==> config.mk <==
export PLATFORM = sky130hd
export DESIGN_NAME = result_bcast_arb
export DESIGN_NICKNAME = d
export VERILOG_FILES = /design/src/rtl/rba_pkg.sv /design/src/rtl/rba_squash_filter.sv /design/src/rtl/rba_rank.sv /design/src/rtl/result_bcast_arb.sv
export SDC_FILE = /design/constraint.sdc
export NUM_CORES = 1
export LEC_CHECK = 0
export ABC_AREA = 1
export CAP_MARGIN = 20
export CORE_UTILIZATION = 54
export DETAILED_ROUTE_END_ITERATION = 6
export DONT_BUFFER_PORTS = 1
export HOLD_SLACK_MARGIN = 0.12
export PLACE_DENSITY = 0.68
export SYNTH_ARGS = -nofsm -noshare
export SYNTH_HDL_FRONTEND = slang
export SYNTH_SLANG_ARGS = --single-unit
==> constraint.sdc <==
create_clock -name clk -period 4.3 [get_ports clk]
set_clock_uncertainty 0.1 [all_clocks]
set_input_delay 0.86 -clock clk [delete_from_list [all_inputs] [get_ports clk]]
set_output_delay 0.86 -clock clk [all_outputs]
set_load 0.02 [all_outputs]
==> src/rtl/rba_pkg.sv <==
package rba_pkg;
    localparam int DEF_UNITS  = 4;
    localparam int DEF_CH     = 2;
    localparam int DEF_TAG_W  = 6;
    localparam int DEF_DATA_W = 16;
    localparam int DEF_AGE_W  = 5;
endpackage

==> src/rtl/rba_squash_filter.sv <==
module rba_squash_filter #(
    parameter int N     = rba_pkg::DEF_UNITS,
    parameter int AGE_W = rba_pkg::DEF_AGE_W
) (
    input  logic               clk,
    input  logic               rst_n,
    input  logic [N-1:0]       req_valid,
    input  logic [N*AGE_W-1:0] req_age,
    input  logic               squash_valid,
    input  logic [AGE_W-1:0]   squash_age,
    output logic [N-1:0]       elig,
    output logic [N-1:0]       drop
);
    logic [AGE_W-1:0] diff [N];

    always_comb begin
        for (int i = 0; i < N; i++) begin
            // boundary older than request -> request is younger -> removed
            diff[i] = squash_age - req_age[i*AGE_W +: AGE_W];
            drop[i] = req_valid[i] && squash_valid && diff[i][AGE_W-1];
            elig[i] = req_valid[i] && !drop[i];
        end
    end

    assert_no_drop_without_squash_R7: assert property (@(posedge clk) disable iff (!rst_n)
        !squash_valid |-> (drop == '0));
endmodule

==> src/rtl/rba_rank.sv <==
module rba_rank #(
    parameter int N      = rba_pkg::DEF_UNITS,
    parameter int NUM_CH = rba_pkg::DEF_CH,
    parameter int AGE_W  = rba_pkg::DEF_AGE_W,
    localparam int RW    = (N > 1) ? $clog2(N) : 1
) (
    input  logic               clk,
    input  logic               rst_n,
    input  logic [N-1:0]       elig,
    input  logic [N*AGE_W-1:0] req_age,
    output logic [N-1:0]       win,
    output logic [N*RW-1:0]    rank
);
    logic [AGE_W-1:0] age [N];
    logic [N-1:0]     beats [N];  // beats[i][j]: unit j ranks ahead of unit i

    function automatic logic older(input logic [AGE_W-1:0] a, input logic [AGE_W-1:0] b);
        logic [AGE_W-1:0] d;
        d = a - b;
        return d[AGE_W-1];
    endfunction

    always_comb begin
        for (int i = 0; i < N; i++) age[i] = req_age[i*AGE_W +: AGE_W];
        for (int i = 0; i < N; i++) begin
            for (int j = 0; j < N; j++) begin
                beats[i][j] = (j != i) && elig[j] &&
                              (older(age[j], age[i]) || ((age[j] == age[i]) && (j < i)));
            end
        end
    end

    genvar gi, gj;
    generate
        for (gi = 0; gi < N; gi++) begin : g_unit
            logic [RW:0] cnt;
            always_comb begin
                cnt = '0;
                for (int j = 0; j < N; j++) cnt = cnt + {{RW{1'b0}}, beats[gi][j]};
                win[gi] = elig[gi] && (cnt < (RW+1)'(NUM_CH));
                rank[gi*RW +: RW] = cnt[RW-1:0];
            end
            for (gj = 0; gj < N; gj++) begin : g_pair
                if (gi != gj) begin : g_chk
                    assert_loser_not_older_R3: assert property (@(posedge clk) disable iff (!rst_n)
                        (win[gi] && elig[gj] && !win[gj]) |-> !older(age[gj], age[gi]));
                end
            end
        end
    endgenerate

    assert_grant_limit_R2: assert property (@(posedge clk) disable iff (!rst_n)
        $countones(win) <= NUM_CH);
    assert_fill_channels_R5: assert property (@(posedge clk) disable iff (!rst_n)
        ($countones(elig) >= NUM_CH) |-> ($countones(win) == NUM_CH));
endmodule

==> src/rtl/result_bcast_arb.sv <==
module result_bcast_arb #(
    parameter int NUM_UNITS = rba_pkg::DEF_UNITS,
    parameter int NUM_CH    = rba_pkg::DEF_CH,
    parameter int TAG_W     = rba_pkg::DEF_TAG_W,
    parameter int DATA_W    = rba_pkg::DEF_DATA_W,
    parameter int AGE_W     = rba_pkg::DEF_AGE_W
) (
    input  logic                        clk,
    input  logic                        rst_n,
    input  logic [NUM_UNITS-1:0]        req_valid,
    input  logic [NUM_UNITS*TAG_W-1:0]  req_tag,
    input  logic [NUM_UNITS*DATA_W-1:0] req_data,
    input  logic [NUM_UNITS*AGE_W-1:0]  req_age,
    output logic [NUM_UNITS-1:0]        req_ready,
    input  logic                        squash_valid,
    input  logic [AGE_W-1:0]            squash_age,
    output logic [NUM_CH-1:0]           ch_valid,
    output logic [NUM_CH*TAG_W-1:0]     ch_tag,
    output logic [NUM_CH*DATA_W-1:0]    ch_data
);
    localparam int RW = (NUM_UNITS > 1) ? $clog2(NUM_UNITS) : 1;

    typedef struct packed {
        logic [NUM_CH-1:0]        vld;
        logic [NUM_CH*TAG_W-1:0]  tag;
        logic [NUM_CH*DATA_W-1:0] data;
    } chan_state_t;

    chan_state_t st_d, st_q;
    logic [NUM_UNITS-1:0]    elig, drop, win;
    logic [NUM_UNITS*RW-1:0] rank;

    rba_squash_filter #(.N(NUM_UNITS), .AGE_W(AGE_W)) u_filter (
        .clk(clk), .rst_n(rst_n),
        .req_valid(req_valid), .req_age(req_age),
        .squash_valid(squash_valid), .squash_age(squash_age),
        .elig(elig), .drop(drop)
    );

    rba_rank #(.N(NUM_UNITS), .NUM_CH(NUM_CH), .AGE_W(AGE_W)) u_rank (
        .clk(clk), .rst_n(rst_n),
        .elig(elig), .req_age(req_age),
        .win(win), .rank(rank)
    );

    always_comb begin
        st_d = '0;
        for (int k = 0; k < NUM_CH; k++) begin
            for (int i = 0; i < NUM_UNITS; i++) begin
                if (win[i] && (rank[i*RW +: RW] == RW'(k))) begin
                    st_d.vld[k]                   = 1'b1;
                    st_d.tag[k*TAG_W +: TAG_W]    = req_tag[i*TAG_W +: TAG_W];
                    st_d.data[k*DATA_W +: DATA_W] = req_data[i*DATA_W +: DATA_W];
                end
            end
        end
    end

    always_ff @(posedge clk) begin
        if (!rst_n) st_q <= '0;
        else        st_q <= st_d;
    end

    assign req_ready = win | drop;
    assign ch_valid  = st_q.vld;
    assign ch_tag    = st_q.tag;
    assign ch_data   = st_q.data;

    genvar gu, gk;
    generate
        for (gu = 0; gu < NUM_UNITS; gu++) begin : g_hold
            assert_loser_holds_R5: assert property (@(posedge clk) disable iff (!rst_n)
                (req_valid[gu] && !req_ready[gu]) |=>
                (req_valid[gu] && $stable(req_tag[gu*TAG_W +: TAG_W]) &&
                 $stable(req_data[gu*DATA_W +: DATA_W])));
            assert_squashed_not_granted_R8: assert property (@(posedge clk) disable iff (!rst_n)
                drop[gu] |-> !win[gu]);
        end
        for (gk = 1; gk < NUM_CH; gk++) begin : g_pack
            assert_oldest_on_low_channel_R3: assert property (@(posedge clk) disable iff (!rst_n)
                ch_valid[gk] |-> ch_valid[gk-1]);
        end
    endgenerate

    assert_idle_channels_R6: assert property (@(posedge clk) disable iff (!rst_n)
        (elig == '0) |=> (ch_valid == '0));
    assert_ready_needs_valid_R9: assert property (@(posedge clk) disable iff (!rst_n)
        (req_ready & ~req_valid) == '0);
endmodule

Word-level counts from Yosys, hierarchy flattened
Index checks and enable logic that the tools add are counted.
{"block": "word_totals", "reg_bits": 46, "rom_bits": 0, "latchBits": 0, "ram_bits": 0, "memories": 0}
{"block": "classes", "bitwise": 1, "n_lt_le_gt_ge": 4, "div": 0, "eq_ne": 10, "n_mul": 0, "n_mux": 24, "n_addsub": 24, "n_reduce_logical": 50, "shift": 0}
{"op": "$mux W16", "count": 8}
{"op": "$sub A5 B5 Y5", "count": 16}
{"op": "$mux W6", "count": 8}
{"op": "$logic_and A1 B1 Y1", "count": 36}
{"op": "$eq A5 B5 Y1", "count": 6}
{"op": "$add A2 B1 Y3", "count": 4}
{"op": "$lt A3 B2 Y1 const B", "count": 4}
{"op": "$add A1 B1 Y2", "count": 4}
{"op": "$eq A2 B1 Y1 const B", "count": 4}
{"op": "$logic_not A2 Y1", "count": 4}
{"op": "$mux W1", "count": 8}
{"op": "$logic_or A1 B1 Y1", "count": 6}
{"op": "$logic_not A1 Y1", "count": 4}
{"op": "$or A4 B4 Y4", "count": 1}

Logic depth before layout (Yosys ltp)
Gate-level depths: netlist of run 1.
{"block": "depth", "depth_word": 14, "depth_mapped": 20}

Hierarchy
Synthesis of run 1 repeated with hierarchy kept, for this count alone.
{"block": "unflattened", "cells_unflattened": 858, "hier_area_um2": 5156.2}
{"mod": "result_bcast_arb", "instances": 1, "cells_each": 519, "area_per_inst_um2": 3173.0}
{"mod": "rba_rank", "instances": 1, "cells_each": 242, "area_per_inst_um2": 1473.9}
{"mod": "rba_squash_filter", "instances": 1, "cells_each": 97, "area_per_inst_um2": 509.2}

Worst setup path after synthesis of run 1
Ideal clock, no wire load.
{"block": "synth_timing", "path_type": "input -> output", "startpoint": "input req_age[13]", "endpoint": "output req_ready[3]", "stages": 10, "setup_slack_ps": 740, "arrival_ps": 2600, "n_path_buf": 0, "path_cell_list": "inv_1 > ha_1 > a21oi_1 > nand3_1 > nand3_2 > and2_1 > o211ai_1 > fa_1 > nand3_4 > nand2_1"}
{"block": "synth_between", "elab_chain_cells": 9, "elab_cells_between_ends": 12, "classes_between": "add/sub: 3; order compare: 1; eq/ne: 1; bitwise: 1; reduce/logical: 6"}
{"item": "start: declaration", "line_no": "result_bcast_arb.sv:13", "text": "input logic [NUM_UNITS*AGE_W-1:0] req_age,"}
{"item": "$sub A5 B5 Y5", "line_no": "rba_squash_filter.sv:19", "text": "diff[i] = squash_age - req_age[i*AGE_W +: AGE_W];"}
{"item": "$logic_and A1 B1 Y1", "line_no": "rba_squash_filter.sv:20", "text": "drop[i] = req_valid[i] && squash_valid && diff[i][AGE_W-1];"}
{"item": "$logic_not A1 Y1", "line_no": "rba_squash_filter.sv:21", "text": "elig[i] = req_valid[i] && !drop[i];"}
{"item": "$logic_and A1 B1 Y1", "line_no": "rba_squash_filter.sv:21"}
{"item": "$logic_and A1 B1 Y1 *", "line_no": "rba_rank.sv:27", "text": "beats[i][j] = (j != i) && elig[j] &&"}
{"item": "$add A2 B1 Y3 *", "line_no": "rba_rank.sv:39", "text": "for (int j = 0; j < N; j++) cnt = cnt + {{RW{1'b0}}, beats[gi][j]};"}
{"item": "$lt A3 B2 Y1 *", "line_no": "rba_rank.sv:40", "text": "win[gi] = elig[gi] && (cnt < (RW+1)'(NUM_CH));"}
{"item": "$logic_and A1 B1 Y1 *", "line_no": "rba_rank.sv:40"}
{"item": "$or A4 B4 Y4 *", "line_no": "result_bcast_arb.sv:64", "text": "assign req_ready = win | drop;"}
{"item": "end: declaration", "line_no": "result_bcast_arb.sv:14", "text": "output logic [NUM_UNITS-1:0] req_ready,"}
Every way passes the cells marked *; elsewhere a longest branch is shown, timed or not.

Worst setup path after layout of run 1
{"block": "layout_timing", "startpoint": "input req_age[16]", "endpoint": "output req_ready[1]"}
The elaborated chain is that of the path after synthesis.

==> impl_metrics.json, run 1 <==
{
  "status": "completed",
  "cts_root_buffer": "clkbuf_8",
  "grt_pass1_vias": 4323,
  "maxSlewHeadroom_pct": 43.7,
  "h-tree-depth": 2,
  "globalRouteMet2Util_pct": 49.0,
  "clock_sinks": 46,
  "tightest_slew_ps": 843,
  "peakVddDrop_mv": 0.201,
  "synth_nets": 878,
  "hold_viol": 0,
  "core_um2": 8220,
  "hp-start": "rst_n",
  "cp.required_ps": 3340,
  "async_flop_share_pct": 0,
  "grtUsageTotal_pct": 32.1,
  "worstPathArrival_ps": 2960,
  "whs_ps": 580,
  "finalSetupViolations": 0,
  "ctsHoldBuffers": 0,
  "die_w_um": 94.3,
  "use_met3_pct": 9.22,
  "antenna_found_initial": 0,
  "diodes": 0,
  "tns_ps": 0,
  "critPathLaunch": "req_age[16]",
  "synth_simple_gate_area_share_pct": 34.9,
  "yosysMostFrequentCell": "nand2_1",
  "min_period_ps": 3920,
  "yosys.area.top_type": "dfxtp_1",
  "place_area_um2": 4610,
  "end_kind": "primary output",
  "drv_cap": 0,
  "routed_wl_mm": 14.3,
  "post-place-cells": 776,
  "cts_resized": 0,
  "synth_compound_area_share_pct": 15.8,
  "synth_edf_count": 0,
  "drive_gt1_share_pct": 7.51,
  "fin_crit_sh_pct": 91.3,
  "final_cells": 784,
  "fin_nets": 862,
  "synth_cell_type_count": 37,
  "hpwl_mm": 11.1,
  "p_leak_nw": 2.28,
  "grtUsageMet1_pct": 44.8,
  "drt_iter0_drc": 294,
  "post_cts_buffers": 0,
  "ios": 170,
  "synthTopCellsByCount": "185 x nand2_1, 72 x a21oi_1, 70 x nand3_1, 61 x nor2_1, 60 x ha_1",
  "finalPower_mw": 1.77,
  "critPathKind": "in -> out",
  "slew_violations": 0,
  "design_area_um2": 4700,
  "ys.flop_type": "dfxtp_1",
  "grt_pass1_wl_mm": 22.2,
  "worst_setup_path_start_kind": "input pin",
  "synthTopCellsByArea": "dfxtp_1 20%, ha_1 16%, nand2_1 15%",
  "clk_pin_slew_ps": 110,
  "grt_max_degree": 25,
  "port_buffers": 0,
  "setup_ws_ps": 375,
  "crit_path_max_fanout": 4,
  "drc": 0,
  "finish.utilization_pct": 57.2,
  "synth_warnings": 0,
  "wl_per_cell_um": 18.3,
  "busiest_layer": "met2",
  "ys_seq_area_share_pct": 20.0,
  "synth_top_family_by_area": "simple AND/OR/NAND/NOR gates",
  "antenna_left": 0,
  "synthMuxAreaShare_pct": 0,
  "synthCells": 694,
  "synth_area_um2": 4600,
  "yosys.area_share.adder_pct": 18.1,
  "die_area_um2": 8890,
  "ys_ff_latch": 46,
  "clock.fmax_ghz": 0.255,
  "place_congestion": 0.994,
  "synth-xor-area-share_pct": 1.90,
  "powerDensity_nw_per_um2": 376,
  "start_util_pct": 56.0,
  "synth.avg_cell_area_um2": 6.63,
  "drtPass1Iterations": 5,
  "cts_tree": "yes",
  "area_growth_pct": 2.23,
  "pre_cts_ws_ps": 327,
  "clockBufferDepth": 2,
  "numCtsBuffers": 5,
  "grt-ovfl-total": 0,
  "row_count": 33,
  "die_h_um": 94.3,
  "vias": 4637,
  "yosysTopAreaCellShare_pct": 20.0,
  "hold_path.class": "in -> reg",
  "via_per_inst": 5.91,
  "rsz0062_at_grt": "false"
}
==> cell families (layout without fill, tap and decap cells) <==
family / Yosys count / after routing
buffers and inverters: 94 / 79
xor gates and xnor gates: 10 / 10
AOI/OAI and AO/OA: 133 / 133
adders and majority gates: 64 / 64
and+or+nand+nor: 347 / 347
DFF: 46 / 46
==> worst max-delay path, stage by stage <==
cell	delay (ps)
inv_1	120
ha_1	250
o21ai_0	70
nand2_1	140
nand3_1	120
nand3b_1	100
nand3b_2	180
nand2_1	70
inv_1	100
nand3_1	110
fa_1	530
nand3_1	140
nand2_1	160
==> path summary, 6_finish.rpt <==
kind | depth (start not counted) | endpoint | slack, ps
worst max-delay path | 13 | req_ready[1] | 380
worst min-delay path | 2 | ch_data[12] | 580
==> layout make-up <==
type                    instances  area (um^2)
fillers                       814         3510
multi-input cells             554         3250
flip-flops and latches         46          921
inverters                      63          236
well taps                     105          131
repair buffers                  8         72.6
clock buffers                   5         68.8
clock inverters                 3         21.3
==> power breakdown <==
part | internal, mW | switching [mW]
logic | 0.282 | 0.530
clock network | 0.115 | 0.159
registers | 0.523 | 0.158
==> state kept, by name, summed over array words and instances (netlist names) <==
name and flops:
ch_data 32, ch_tag 12, ch_valid 2
==> per-layer routing <==
| layer | wire length (um) | vias to the layer above |
|---|---|---|
| li1 | - | 2250 |
| met1 | 6110 | 2116 |
| met2 | 6260 | 254 |
| met3 | 1810 | 17 |
| met4 | 129 | 0 |
| met5 | 0 | - |
==> placed cells by master, fill, tap and decap left out, types with 2 or more instances in the layout <==
master | Yosys | final
nand3_1 | 70 | 70
ha_1 | 60 | 60
inv_2 | 6 | 6
nand4_4 | 2 | 2
inv_1 | 57 | 57
or2_2 | 10 | 10
nand4_2 | 2 | 2
buf_4 | 10 | 7
fa_1 | 4 | 4
nand3_4 | 4 | 4
clkbuf_8 | 0 | 5
xnor2_1 | 9 | 9
dfxtp_1 | 46 | 46
a21oi_1 | 72 | 72
nand2_1 | 185 | 185
o21ai_1 | 12 | 12
nor2_4 | 4 | 4
nor2_1 | 61 | 61
o2111ai_1 | 5 | 5
o21ai_0 | 34 | 34
nand3_2 | 3 | 3
o311a_1 | 6 | 6
(Power assumes the default switching activity.)
==> run 2, diff against run 1 <==
--- a/config.mk
+++ b/config.mk
@@ -7,11 +7,11 @@
 export LEC_CHECK = 0
 export ABC_AREA = 1
 export CAP_MARGIN = 20
-export CORE_UTILIZATION = 54
+export CORE_UTILIZATION = 60
 export DETAILED_ROUTE_END_ITERATION = 6
 export DONT_BUFFER_PORTS = 1
 export HOLD_SLACK_MARGIN = 0.12
-export PLACE_DENSITY = 0.68
+export PLACE_DENSITY = 0.75
 export SYNTH_ARGS = -nofsm -noshare
 export SYNTH_HDL_FRONTEND = slang
 export SYNTH_SLANG_ARGS = --single-unit
==> run 2 against run 1 <==
Effect of this change: combinational power shrank 0.5%; highest routed layer unchanged; critical endpoint unchanged; via count grew 2.0%; clock-buffer cell count is the same.
==> impl_metrics.json, run 2 (synthesis gave the netlist of run 1 again) <==
{
  "vias": 4730,
  "final_cells": 777,
  "cts_root_buffer": "clkbuf_8",
  "hold_path.class": "in -> reg",
  "clkPwrFrac_pct": 18.4,
  "p_switching_uw": 855,
  "setup_ws_ps": 383,
  "hold_viol": 0,
  "worstPathArrival_ps": 2960,
  "via_per_inst": 6.09,
  "ctsHoldBuffers": 0,
  "row_count": 31,
  "fin_crit_sh_pct": 91.1,
  "hold_depth": 2,
  "min_period_ps": 3920,
  "cts_resized": 0,
  "grt_pass1_vias": 4220,
  "cts_tree": "yes",
  "grtUsageTotal_pct": 34.7,
  "fin_nets": 861,
  "ios": 170,
  "die_area_um2": 8020,
  "maxSlewHeadroom_pct": 43.8,
  "routed_wl_mm": 14.5,
  "die_h_um": 89.6,
  "status": "completed",
  "clock_sinks": 46,
  "end_kind": "primary output",
  "worst_setup_path_start_kind": "input pin",
  "antenna_found_initial": 0,
  "tightest_slew_ps": 843,
  "drc": 0,
  "port_buffers": 0,
  "p_seq_share_pct": 37.3,
  "finalSetupViolations": 0,
  "post-place-cells": 769,
  "hpwl_mm": 11.2,
  "drtPass1Iterations": 5,
  "wl_per_cell_um": 18.7,
  "peakVddDrop_mv": 0.243,
  "place_congestion": 0.990,
  "layout_common_cells": "185 x nand2_1, 72 x a21oi_1, 70 x nand3_1",
  "slew_violations": 0,
  "clk_pin_slew_ps": 100,
  "crit_path_max_fanout": 4,
  "final_common_cell": "nand2_1",
  "grt-ovfl-total": 0,
  "die_w_um": 89.6,
  "h-tree-depth": 2,
  "core_um2": 7330,
  "rsz0062_at_grt": "false",
  "largest_reg_flops": 32,
  "p_leak_nw": 2.28,
  "post_cts_buffers": 0,
  "switching_share_pct": 46.8,
  "area_growth_pct": 2.12,
  "clock.fmax_ghz": 0.255,
  "min_to": "ch_tag[5]",
  "powerDensity_nw_per_um2": 389,
  "pre_cts_ws_ps": 305,
  "hp-start": "rst_n",
  "tns_ps": 0,
  "grt_pass1_wl_mm": 21.0,
  "grt_max_degree": 36,
  "critPathKind": "in -> out",
  "drt_iter0_drc": 370,
  "clockBufferDepth": 2,
  "place_area_um2": 4580,
  "diodes": 0,
  "design_area_um2": 4700,
  "p_comb_share_pct": 44.3,
  "start_util_pct": 62.7,
  "numCtsBuffers": 5,
  "drive_gt1_share_pct": 7.37,
  "drv_cap": 0,
  "antenna_left": 0,
  "cp.required_ps": 3340,
  "finish.utilization_pct": 64.1,
  "p_int_uw": 972
}
-- run 2: worst max-delay path by stage --
stage / startpoint / endpoint / cells after the start
after detailed placement: req_age[16] / ch_data[23] / 18
final: req_age[16] / req_ready[1] / 13
after floorplan: req_age[13] / req_ready[3] / 10
after global routing: req_age[16] / req_ready[1] / 14
after CTS: req_age[16] / req_ready[1] / 13
after global placement: req_age[16] / ch_data[25] / 19
-- run 2: power by group through the flow --
stage | Sequential [mW] | Combinational (mW) | Clock, mW
after floorplan | 0.677 | 0.659 | 0
final | 0.682 | 0.808 | 0.336
after global routing | 0.696 | 0.901 | 0.351
after detailed placement | 0.692 | 0.790 | 0
after CTS | 0.683 | 0.795 | 0.336
after global placement | 0.693 | 0.768 | 0
-- run 2: area by class of cell --
class | instances | area [um^2]
clock buffers | 5 | 68.8
clock inverters | 3 | 43.8
fillers | 670 | 2630
inverters | 63 | 236
multi-input cells | 554 | 3250
flip-flops and latches | 46 | 921
well taps | 99 | 124
repair buffers | 7 | 52.6
-- run 2: per-layer routing --
layer / wire length [um] / GRT usage [%] / vias up
met2: 6390 / 53.8 / 301
met5: 0 / 0 / -
met1: 5930 / 47.0 / 2148
met4: 258 / 6.93 / 0
met3: 1920 / 11.4 / 29
li1: - / - / 2252
-- run 2: stage by stage --
step	power, mW	hold slack [ps]
5_1_grt	1.95	571
3_5_place_dp	1.48	911
4_1_cts	1.81	582
2_1_floorplan	1.34	898
6_report	1.83	584
3_3_place_gp	1.46	902
-- run 2: critical path, stage by stage --
cell and delay (ps):
inv_1 60, ha_1 290, o21ai_0 80, nand2_1 150
nand3_1 120, nand3b_1 100, nand3b_2 170, nand2_1 80
inv_1 110, nand3_1 100, fa_1 510, nand3_1 130
nand2_1 200
